## src/rtl/kwd_pkg.sv

```systemverilog
// Package: shared constants and register decode for the keyed watchdog.
// Assumes a 2-bit register address space and 16-bit service keys.
package kwd_pkg;
    localparam int KEY_W = 16;
    localparam logic [KEY_W-1:0] KEY_ARM  = 16'hA602;
    localparam logic [KEY_W-1:0] KEY_DONE = 16'hB480;
    localparam int CTRL_EN_BIT        = 0;
    localparam int CTRL_IRQ_FIRST_BIT = 1;

    typedef enum logic [1:0] {
        REG_CTRL = 2'd0,
        REG_TMO  = 2'd1,
        REG_SVC  = 2'd2,
        REG_NONE = 2'd3
    } kwd_reg_e;
endpackage

```

## src/rtl/kwd_regs.sv

```systemverilog
// Module: control and timeout registers with combinational read mux.
// Assumes CNT_W <= DATA_W; the timeout is locked while the enable bit is set.
module kwd_regs
    import kwd_pkg::*;
#(
    parameter int DATA_W      = 32,
    parameter int CNT_W       = 32,
    parameter int DEF_TIMEOUT = 1000
) (
    input  logic              clk,
    input  logic              rst_n,
    input  logic              wr_en,
    input  logic [1:0]        addr,
    input  logic [DATA_W-1:0] wdata,
    output logic              en_q,
    output logic              irq_first_q,
    output logic [CNT_W-1:0]  tmo_q,
    output logic [DATA_W-1:0] rdata
);
    kwd_reg_e sel;
    assign sel = kwd_reg_e'(addr);

    // Control register: enable and action select.
    always_ff @(posedge clk) begin
        if (!rst_n) begin
            en_q        <= 1'b0;
            irq_first_q <= 1'b0;
        end else if (wr_en && sel == REG_CTRL) begin
            en_q        <= wdata[CTRL_EN_BIT];
            irq_first_q <= wdata[CTRL_IRQ_FIRST_BIT];
        end
    end

    // Timeout register: accepts writes only while the watchdog is disabled.
    always_ff @(posedge clk) begin
        if (!rst_n) begin
            tmo_q <= CNT_W'(DEF_TIMEOUT);
        end else if (wr_en && sel == REG_TMO && !en_q) begin
            tmo_q <= wdata[CNT_W-1:0];
        end
    end

    // Read mux: selected register, zero-extended.
    always_comb begin
        rdata = '0;
        case (sel)
            REG_CTRL: begin
                rdata[CTRL_EN_BIT]        = en_q;
                rdata[CTRL_IRQ_FIRST_BIT] = irq_first_q;
            end
            REG_TMO:  rdata[CNT_W-1:0] = tmo_q;
            default:  rdata = '0;
        endcase
    end

    // an enabled watchdog keeps its timeout across any bus write.
    a_r9_tmo_locked: assert property (@(posedge clk) disable iff (!rst_n)
        en_q |=> $stable(tmo_q));
endmodule

```

## src/rtl/kwd_key_seq.sv

```systemverilog
// Module: two-key service sequence checker.
// Assumes only writes to the service address affect the armed state.
module kwd_key_seq
    import kwd_pkg::*;
(
    input  logic             clk,
    input  logic             rst_n,
    input  logic             wr_en,
    input  logic [1:0]       addr,
    input  logic [KEY_W-1:0] key,
    output logic             svc_pulse
);
    logic     armed_q;
    logic     svc_wr;
    kwd_reg_e sel;

    assign sel       = kwd_reg_e'(addr);
    assign svc_wr    = wr_en && (sel == REG_SVC);
    assign svc_pulse = svc_wr && armed_q && (key == KEY_DONE);

    // Armed flag: set by the first key, cleared by any other service write.
    always_ff @(posedge clk) begin
        if (!rst_n) begin
            armed_q <= 1'b0;
        end else if (svc_wr) begin
            armed_q <= (key == KEY_ARM);
        end
    end

    // the first key always leaves the sequence armed.
    a_r2_arms: assert property (@(posedge clk) disable iff (!rst_n)
        (svc_wr && key == KEY_ARM) |=> armed_q);
    // a completed pair leaves the sequence disarmed.
    a_r4_done_disarms: assert property (@(posedge clk) disable iff (!rst_n)
        svc_pulse |=> !armed_q);
endmodule

```

## src/rtl/kwd_counter.sv

```systemverilog
// Module: timeout down-counter with expiry strobe.
// Assumes the counter holds the timeout while disabled and reloads on service or expiry.
module kwd_counter #(
    parameter int CNT_W = 32
) (
    input  logic             clk,
    input  logic             rst_n,
    input  logic             en,
    input  logic             svc,
    input  logic [CNT_W-1:0] tmo,
    output logic             expire
);
    logic [CNT_W-1:0] cnt_q;

    assign expire = en && !svc && (cnt_q == '0);

    // Count register: load when idle, on service or on expiry, else decrement.
    always_ff @(posedge clk) begin
        if (!rst_n) begin
            cnt_q <= '0;
        end else if (!en || svc || expire) begin
            cnt_q <= tmo;
        end else begin
            cnt_q <= cnt_q - 1'b1;
        end
    end

    // an enabled, unserviced count steps down by one per clock.
    a_r5_decrement: assert property (@(posedge clk) disable iff (!rst_n)
        (en && !svc && cnt_q != '0) |=> (cnt_q == $past(cnt_q) - 1'b1));
    // servicing reloads the counter from the timeout.
    a_r2_reload: assert property (@(posedge clk) disable iff (!rst_n)
        (en && svc) |=> (cnt_q == $past(tmo)));
endmodule

```

## src/rtl/kwd_action.sv

```systemverilog
// Module: expiry action with interrupt-first escalation and sticky reset request.
// Assumes an expiry strobe never coincides with a service strobe.
module kwd_action (
    input  logic clk,
    input  logic rst_n,
    input  logic expire,
    input  logic svc,
    input  logic irq_first,
    output logic irq_q,
    output logic rst_req_q
);
    // Interrupt request: raised on a first expiry, cleared by service.
    always_ff @(posedge clk) begin
        if (!rst_n) begin
            irq_q <= 1'b0;
        end else if (svc) begin
            irq_q <= 1'b0;
        end else if (expire && irq_first) begin
            irq_q <= 1'b1;
        end
    end

    // Reset request: set on a reset-mode or escalated expiry, held until rst_n.
    always_ff @(posedge clk) begin
        if (!rst_n) begin
            rst_req_q <= 1'b0;
        end else if (expire && (!irq_first || irq_q)) begin
            rst_req_q <= 1'b1;
        end
    end

    // the reset request never drops without rst_n.
    a_r8_rst_sticky: assert property (@(posedge clk) disable iff (!rst_n)
        rst_req_q |=> rst_req_q);
    // an expiry with a pending interrupt escalates.
    a_r7_escalate: assert property (@(posedge clk) disable iff (!rst_n)
        (expire && irq_q) |=> rst_req_q);
    // servicing clears the interrupt request.
    a_r7_svc_clears: assert property (@(posedge clk) disable iff (!rst_n)
        svc |=> !irq_q);
endmodule

```

## src/rtl/keyed_watchdog.sv

```systemverilog
// Module: keyed-service watchdog top.
// Assumes bus and counter share the slow clock.
// Wires the register file, key checker, counter and expiry action together.
module keyed_watchdog
    import kwd_pkg::*;
#(
    parameter int DATA_W      = 32,
    parameter int CNT_W       = 32,
    parameter int DEF_TIMEOUT = 1000
) (
    input  logic              clk,
    input  logic              rst_n,
    input  logic              wr_en,
    input  logic [1:0]        addr,
    input  logic [DATA_W-1:0] wdata,
    output logic [DATA_W-1:0] rdata,
    output logic              irq,
    output logic              rst_req
);
    logic             en_q;
    logic             irq_first_q;
    logic [CNT_W-1:0] tmo_q;
    logic             svc_pulse;
    logic             expire;

    kwd_regs #(
        .DATA_W      (DATA_W),
        .CNT_W       (CNT_W),
        .DEF_TIMEOUT (DEF_TIMEOUT)
    ) u_regs (
        .clk         (clk),
        .rst_n       (rst_n),
        .wr_en       (wr_en),
        .addr        (addr),
        .wdata       (wdata),
        .en_q        (en_q),
        .irq_first_q (irq_first_q),
        .tmo_q       (tmo_q),
        .rdata       (rdata)
    );

    kwd_key_seq u_keys (
        .clk       (clk),
        .rst_n     (rst_n),
        .wr_en     (wr_en),
        .addr      (addr),
        .key       (wdata[KEY_W-1:0]),
        .svc_pulse (svc_pulse)
    );

    kwd_counter #(
        .CNT_W (CNT_W)
    ) u_cnt (
        .clk    (clk),
        .rst_n  (rst_n),
        .en     (en_q),
        .svc    (svc_pulse),
        .tmo    (tmo_q),
        .expire (expire)
    );

    kwd_action u_act (
        .clk       (clk),
        .rst_n     (rst_n),
        .expire    (expire),
        .svc       (svc_pulse),
        .irq_first (irq_first_q),
        .irq_q     (irq),
        .rst_req_q (rst_req)
    );

    // a reset request only appears while the watchdog is enabled or already set.
    a_r6_rst_needs_en: assert property (@(posedge clk) disable iff (!rst_n)
        $rose(rst_req) |-> $past(en_q));
endmodule

```

## config.mk

```make
export PLATFORM = sky130hd
export DESIGN_NAME = keyed_watchdog
export DESIGN_NICKNAME = d
export VERILOG_FILES = /design/src/rtl/kwd_pkg.sv /design/src/rtl/kwd_regs.sv /design/src/rtl/kwd_key_seq.sv /design/src/rtl/kwd_counter.sv /design/src/rtl/kwd_action.sv /design/src/rtl/keyed_watchdog.sv
export SDC_FILE = /design/constraint.sdc
export NUM_CORES = 1
export LEC_CHECK = 0
export BUFFER_PORTS_ARGS = -buffer_cell sky130_fd_sc_hd__buf_2
export CAP_MARGIN = 10
export CELL_PAD_IN_SITES_DETAIL_PLACEMENT = 1
export CELL_PAD_IN_SITES_GLOBAL_PLACEMENT = 2
export CORE_ASPECT_RATIO = 2
export CORE_MARGIN = 2
export CORE_UTILIZATION = 30
export DETAILED_ROUTE_END_ITERATION = 8
export MAX_ROUTING_LAYER = met4
export PLACE_DENSITY_LB_ADDON = 0.3
export SLEW_MARGIN = 20
export SYNTH_ARGS = -nofsm -noshare
export SYNTH_HDL_FRONTEND = slang
export SYNTH_HIERARCHICAL = 1
export SYNTH_SLANG_ARGS = --single-unit
```

## constraint.sdc

```tcl
create_clock -name clk -period 2.4 [get_ports clk]
set_clock_uncertainty 0.15 [all_clocks]
set_input_delay 0.24 -clock clk [delete_from_list [all_inputs] [get_ports clk]]
set_output_delay 0.24 -clock clk [all_outputs]
set_load 0.1 [all_outputs]
```

**Word level (Yosys, flattened, before mapping)**

Index checks and enable logic that the tools add are counted.

- Equality and inequality tests: 4
- Reduce and logical (&&, ||, !) cells: 19
- Muxes and demuxes: 3
- Bitwise operators: 1
- Add/subtract/negate cells: 1

Operators with widths:

| cell | count |
|---|---|
| $eq A16 B16 Y1 const B | 2 |
| $logic_not A32 Y1 | 1 |
| $mux W32 | 1 |
| $sub A32 B1 Y32 const B | 1 |
| $mux W30 | 1 |
| $logic_and A1 B1 Y1 | 10 |
| $pmux W2 S2 | 1 |
| $logic_not A1 Y1 | 3 |
| $logic_or A1 B1 Y1 | 3 |
| $eq A2 B1 Y1 const B | 1 |
| $eq A2 B2 Y1 const B | 1 |
| $logic_not A2 Y1 | 1 |
| $reduce_or A2 Y1 | 1 |
| $not A1 Y1 | 1 |

- Word-level logic and storage cells: 35
- Register bits after elaboration: 69
- Output and inout port bits: 34

**Depth between registers and ports, before layout**

- Word-level depth: 9
- Gate-level depth with buffers: 9
- Depth with buffers taken out: 8

**Hierarchy**

Netlist, hierarchy kept.

Modules (own cells, without submodules):

| module | seq. area each (um^2) | times used | cells each | area each (um^2) |
|---|---|---|---|---|
| kwd_counter | 640.6 | 1 | 210 | 1,771.7 |
| kwd_regs | 680.7 | 1 | 185 | 1,654.1 |
| kwd_key_seq | 20.0 | 1 | 13 | 112.6 |
| kwd_action | 40.0 | 1 | 7 | 71.3 |

**Worst setup path after synthesis**

Ideal clock, no wire load.

- Kind: flip-flop to flip-flop
- Start point: reg u_cnt.cnt_q[0]
- End point: reg u_cnt.cnt_q[17]
- Stages on the path, launching flop included: 10
- Period minus slack after synthesis: 2.164 ns
- Path slack: 0.236 ns
- Path buffers: 2
- Arrival: 1.893 ns
- Cell sequence: dfxtp_1 inv_1 ha_1 nor2b_1 nand4_2 o31a_1 buf_6 buf_6 o21ai_0 a21oi_1

- Cells in the longest elaborated chain, start to end: 4
- Elaborated cells between the ends (all ways): 5
- Those cells by class: add/sub: 1; mux: 1; reduce/logical: 3

Ends and longest elaborated chain:

| element | RTL line | RTL |
|---|---|---|
| start: declaration | kwd_counter.sv:13 | `logic [CNT_W-1:0] cnt_q;` |
| start signal: assignment | kwd_counter.sv:22 | `cnt_q <= tmo;` |
| start signal: assignment | kwd_counter.sv:24 | `cnt_q <= cnt_q - 1'b1;` |
| branches (longest 3 deep; another with $sub A32 B1 Y32) | n/a |  |
| $mux W32 * | kwd_counter.sv:21 | `end else if (!en \|\| svc \|\| expire) begin` |

Every way passes the cells marked *.
A chain may end at the register's enable or synchronous reset.

**Worst setup path in the final report**

- Start point: reg u_cnt.cnt_q[21]
- End point: reg u_cnt.cnt_q[31]

The elaborated chain is that of the path after synthesis.

==> out/results.ini <==
[routing]
num_vias = 3154
viasPerCell = 4.86
wl_per_cell_um = 16.1
ant_nets = 0
drc = 0
firstDrtPassIters = 4
wl_um = 10500
drt_iter0_drc = 115

[floorplanning]
core_area_mm2 = 0.0117
initial_utilization = 0.308
die_width_um = 81.6
row_count = 56
io_pins = 71
fp.dieArea_mm2 = 0.0130
die_y_um = 159

[grt]
track_usage = 0.178
grt_pass1_wl_um = 17200
antenna_found_initial = 0
grt_max_degree = 57
grt_pass1_vias = 3457
gr-total-overflow = 0

[final_layout]
syn_to_final_growth_pct = 24.0
nets = 539
final_area_mm2 = 0.00448
utilization = 0.383
multi_input_area_mm2 = 0.00205
fin_cells = 649
num_antenna_cells = 0
layout.area.seq_mm2 = 0.00138
fillCellCount = 1421
drive_gt1_frac = 0.252

[clocking]
clock_path_buffers = 2
postCtsSetupBuffers = 0
cts_buffers = 9
cts_tree = yes
clk_latency_ps = 330
clk_pin_slew_ps = 50
cts_max_level = 3
clock-sinks = 69
cts-root-buf = clkbuf_16

[logic_synthesis]
synth-seq-cells = 69
avgSynthCellArea_um2 = 8.70
ys_types = 49
synthCells = 415
syn_area_mm2 = 0.00361
yosys_warnings = 6
syn-num-nets = 453
synthFlopType = dfxtp_1
synth-edff-count = 0
synth.yosys.seq_area_share = 0.383
synthArstFlopShare = 0

[critical_path]
reg2reg_slack_ps = 210
reg2reg_depth = 6
crit_start = u_cnt/cnt_q[21]
required_ps = 2460
crit_path_max_fanout = 4
worstSetupPathType = flip-flop to flip-flop
worst_setup_path_start_kind = flip-flop
reg2reg_from = u_cnt/cnt_q[21]
critPathCapture = u_cnt/cnt_q[31]
arrival_ps = 2240
rr_endpoint = u_cnt/cnt_q[31]
crit_path_end_kind = flip-flop

[pwr]
p_switching_mw = 0.795
powerDensity_mw_per_mm2 = 649
power_leakage_nw = 1.83
internal-power_mw = 2.11
combPwrFrac = 0.161
power.share.sequential = 0.427
sw_frac_of_total = 0.274
clockPowerShare = 0.412
worst_ir_drop_vdd_mv = 0.342

[sta]
hold_viol = 0
maxClockFrequency_mhz = 457
rsz0062_at_grt = false
setup_violations = 0
min_period_ps = 2190
setup_ws_ps = 211
relSlewSlack = 0.669
timing.final.max_slew_violations = 0
worst_pin_slew_ps = 501
finalSetupTns_ps = 0
fin_crit_sh = 0.912

[place]
hpwl_um = 8070
place_congestion = 0.783
dpl.cell_count = 634
place_area_mm2 = 0.00419
port_buffers = 70
place_ws_ps = 162

[flow_run]
max_cap_violations = 0

[status]
outcome = completed

[min_path]
hold_class = input port to flip-flop

flip-flops by register name, summed over array words and instances, names as in the netlist:
register,count
u_cnt/cnt_q,32
u_regs/tmo_q,32
u_act/irq_q,1
u_act/rst_req_q,1
u_keys/armed_q,1
u_regs/en_q,1
u_regs/irq_first_q,1
power by group through the flow:
stage	registers, mW	clock network, mW	logic, mW
after global placement	1.26	0	0.466
after global routing	1.25	1.29	0.512
after CTS	1.24	1.24	0.475
final	1.24	1.20	0.469
after floorplan	1.25	0	0.318
after detailed placement	1.27	0	0.471
synthesized netlist by cell type, types with 2 or more instances:
| master | instances | area, µm² |
|---|---|---|
| a211oi_1 | 11 | 82.6 |
| a21oi_1 | 13 | 65.1 |
| and2_1 | 30 | 188 |
| buf_12 | 3 | 60.1 |
| buf_2 | 3 | 15.0 |
| buf_6 | 5 | 56.3 |
| clkbuf_1 | 11 | 41.3 |
| dfxtp_1 | 69 | 1380 |
| inv_1 | 2 | 7.51 |
| mux2i_1 | 36 | 360 |
| nand2_1 | 70 | 263 |
| nand2b_1 | 3 | 18.8 |
| nand3_1 | 12 | 60.1 |
| nand3b_1 | 2 | 15.0 |
| nand4_1 | 4 | 25.0 |
| nand4_2 | 2 | 25.0 |
| nor2_1 | 25 | 93.8 |
| nor2b_1 | 15 | 93.8 |
| nor3_1 | 9 | 45.0 |
| nor3b_1 | 3 | 22.5 |
| nor4_1 | 6 | 37.5 |
| nor4_2 | 5 | 62.6 |
| o21ai_0 | 23 | 115 |
| or3_1 | 3 | 18.8 |
| or4_1 | 3 | 22.5 |
| xnor2_1 | 14 | 123 |
| xor2_1 | 11 | 96.3 |
logic make-up (layout without fill, tap and decap cells):
kind of cell,Yosys count,after routing,share of synthesized area
simple gates,201,201,0.303
flops,69,69,0.383
compound gates,57,57,0.0981
mux,36,36,0.0998
buf+inv,26,115,0.0520
xor+xnor,25,25,0.0607
fa+ha+maj,1,1,0.00347
critical path: stages (launching register included):
cell and delay, ps:
dfxtp_1 350, nor4_1 290, buf_4 170, nand3b_1 190, or4_1 520, a221oi_1 320
nor2_1 80
per-stage QoR:
stage                     hold slack [ps]  total power, mW
final                                8.70             2.91
after global routing                 12.2             3.04
after CTS                          0.0284             2.96
after detailed placement              318             1.74
after global placement                308             1.73
after floorplan                       228             1.57
per-layer routing:
| metal | track usage | vias up | share of wire |
|---|---|---|---|
| met3 | 0.0278 | 13 | 0.025 |
| met2 | 0.300 | 52 | 0.53 |
| met4 | 0.0701 | 0 | 0.019 |
| met5 | - | - | 0 |
| li1 | - | 1601 | - |
| met1 | 0.204 | 1488 | 0.42 |
final cells by class:
type                       count  area share
multi-input combinational    320       0.458
sequential                    69       0.309
timing repair buffer          98       0.131
clock buffer                  12      0.0573
tap                          145      0.0405
inverter                       3     0.00252
clock inverter                 2     0.00224
worst min-delay path by stage:
| stage | startpoint | cells past startpoint | slack (ps) | end |
|---|---|---|---|---|
| floorplan | rst_n | 2 | 230 | u_act/rst_req_q |
| global placement | u_regs/tmo_q[21] | 2 | 310 | u_regs/tmo_q[21] |
| detailed placement | u_regs/tmo_q[11] | 2 | 320 | u_regs/tmo_q[11] |
| CTS | wdata[27] | 3 | 0.03 | u_regs/tmo_q[27] |
| global route | wdata[18] | 3 | 10 | u_regs/tmo_q[18] |
| finish | wdata[27] | 3 | 9 | u_regs/tmo_q[27] |
what timing repair did:
| action | 4_1_cts | 5_1_grt |
|---|---|---|
| hold endpoints to repair | 1 | 0 |
| gates resized for setup | 0 | 1 |
| endpoints found under the setup margin | 0 | 1 |
| hold buffers | 1 | 0 |
layout by cell type, fill, tap and decap left out, types with 11 or more instances in the layout:
cell	synthesis	final
a211oi_1	11	11
a21oi_1	13	13
and2_1	30	30
buf_2	3	70
buf_4	0	25
dfxtp_1	69	69
mux2i_1	36	36
nand2_1	70	70
nand3_1	12	12
nor2_1	25	25
nor2b_1	15	15
o21ai_0	23	23
xnor2_1	14	14
xor2_1	11	11
Note: power is estimated with default switching activity, not from simulation.
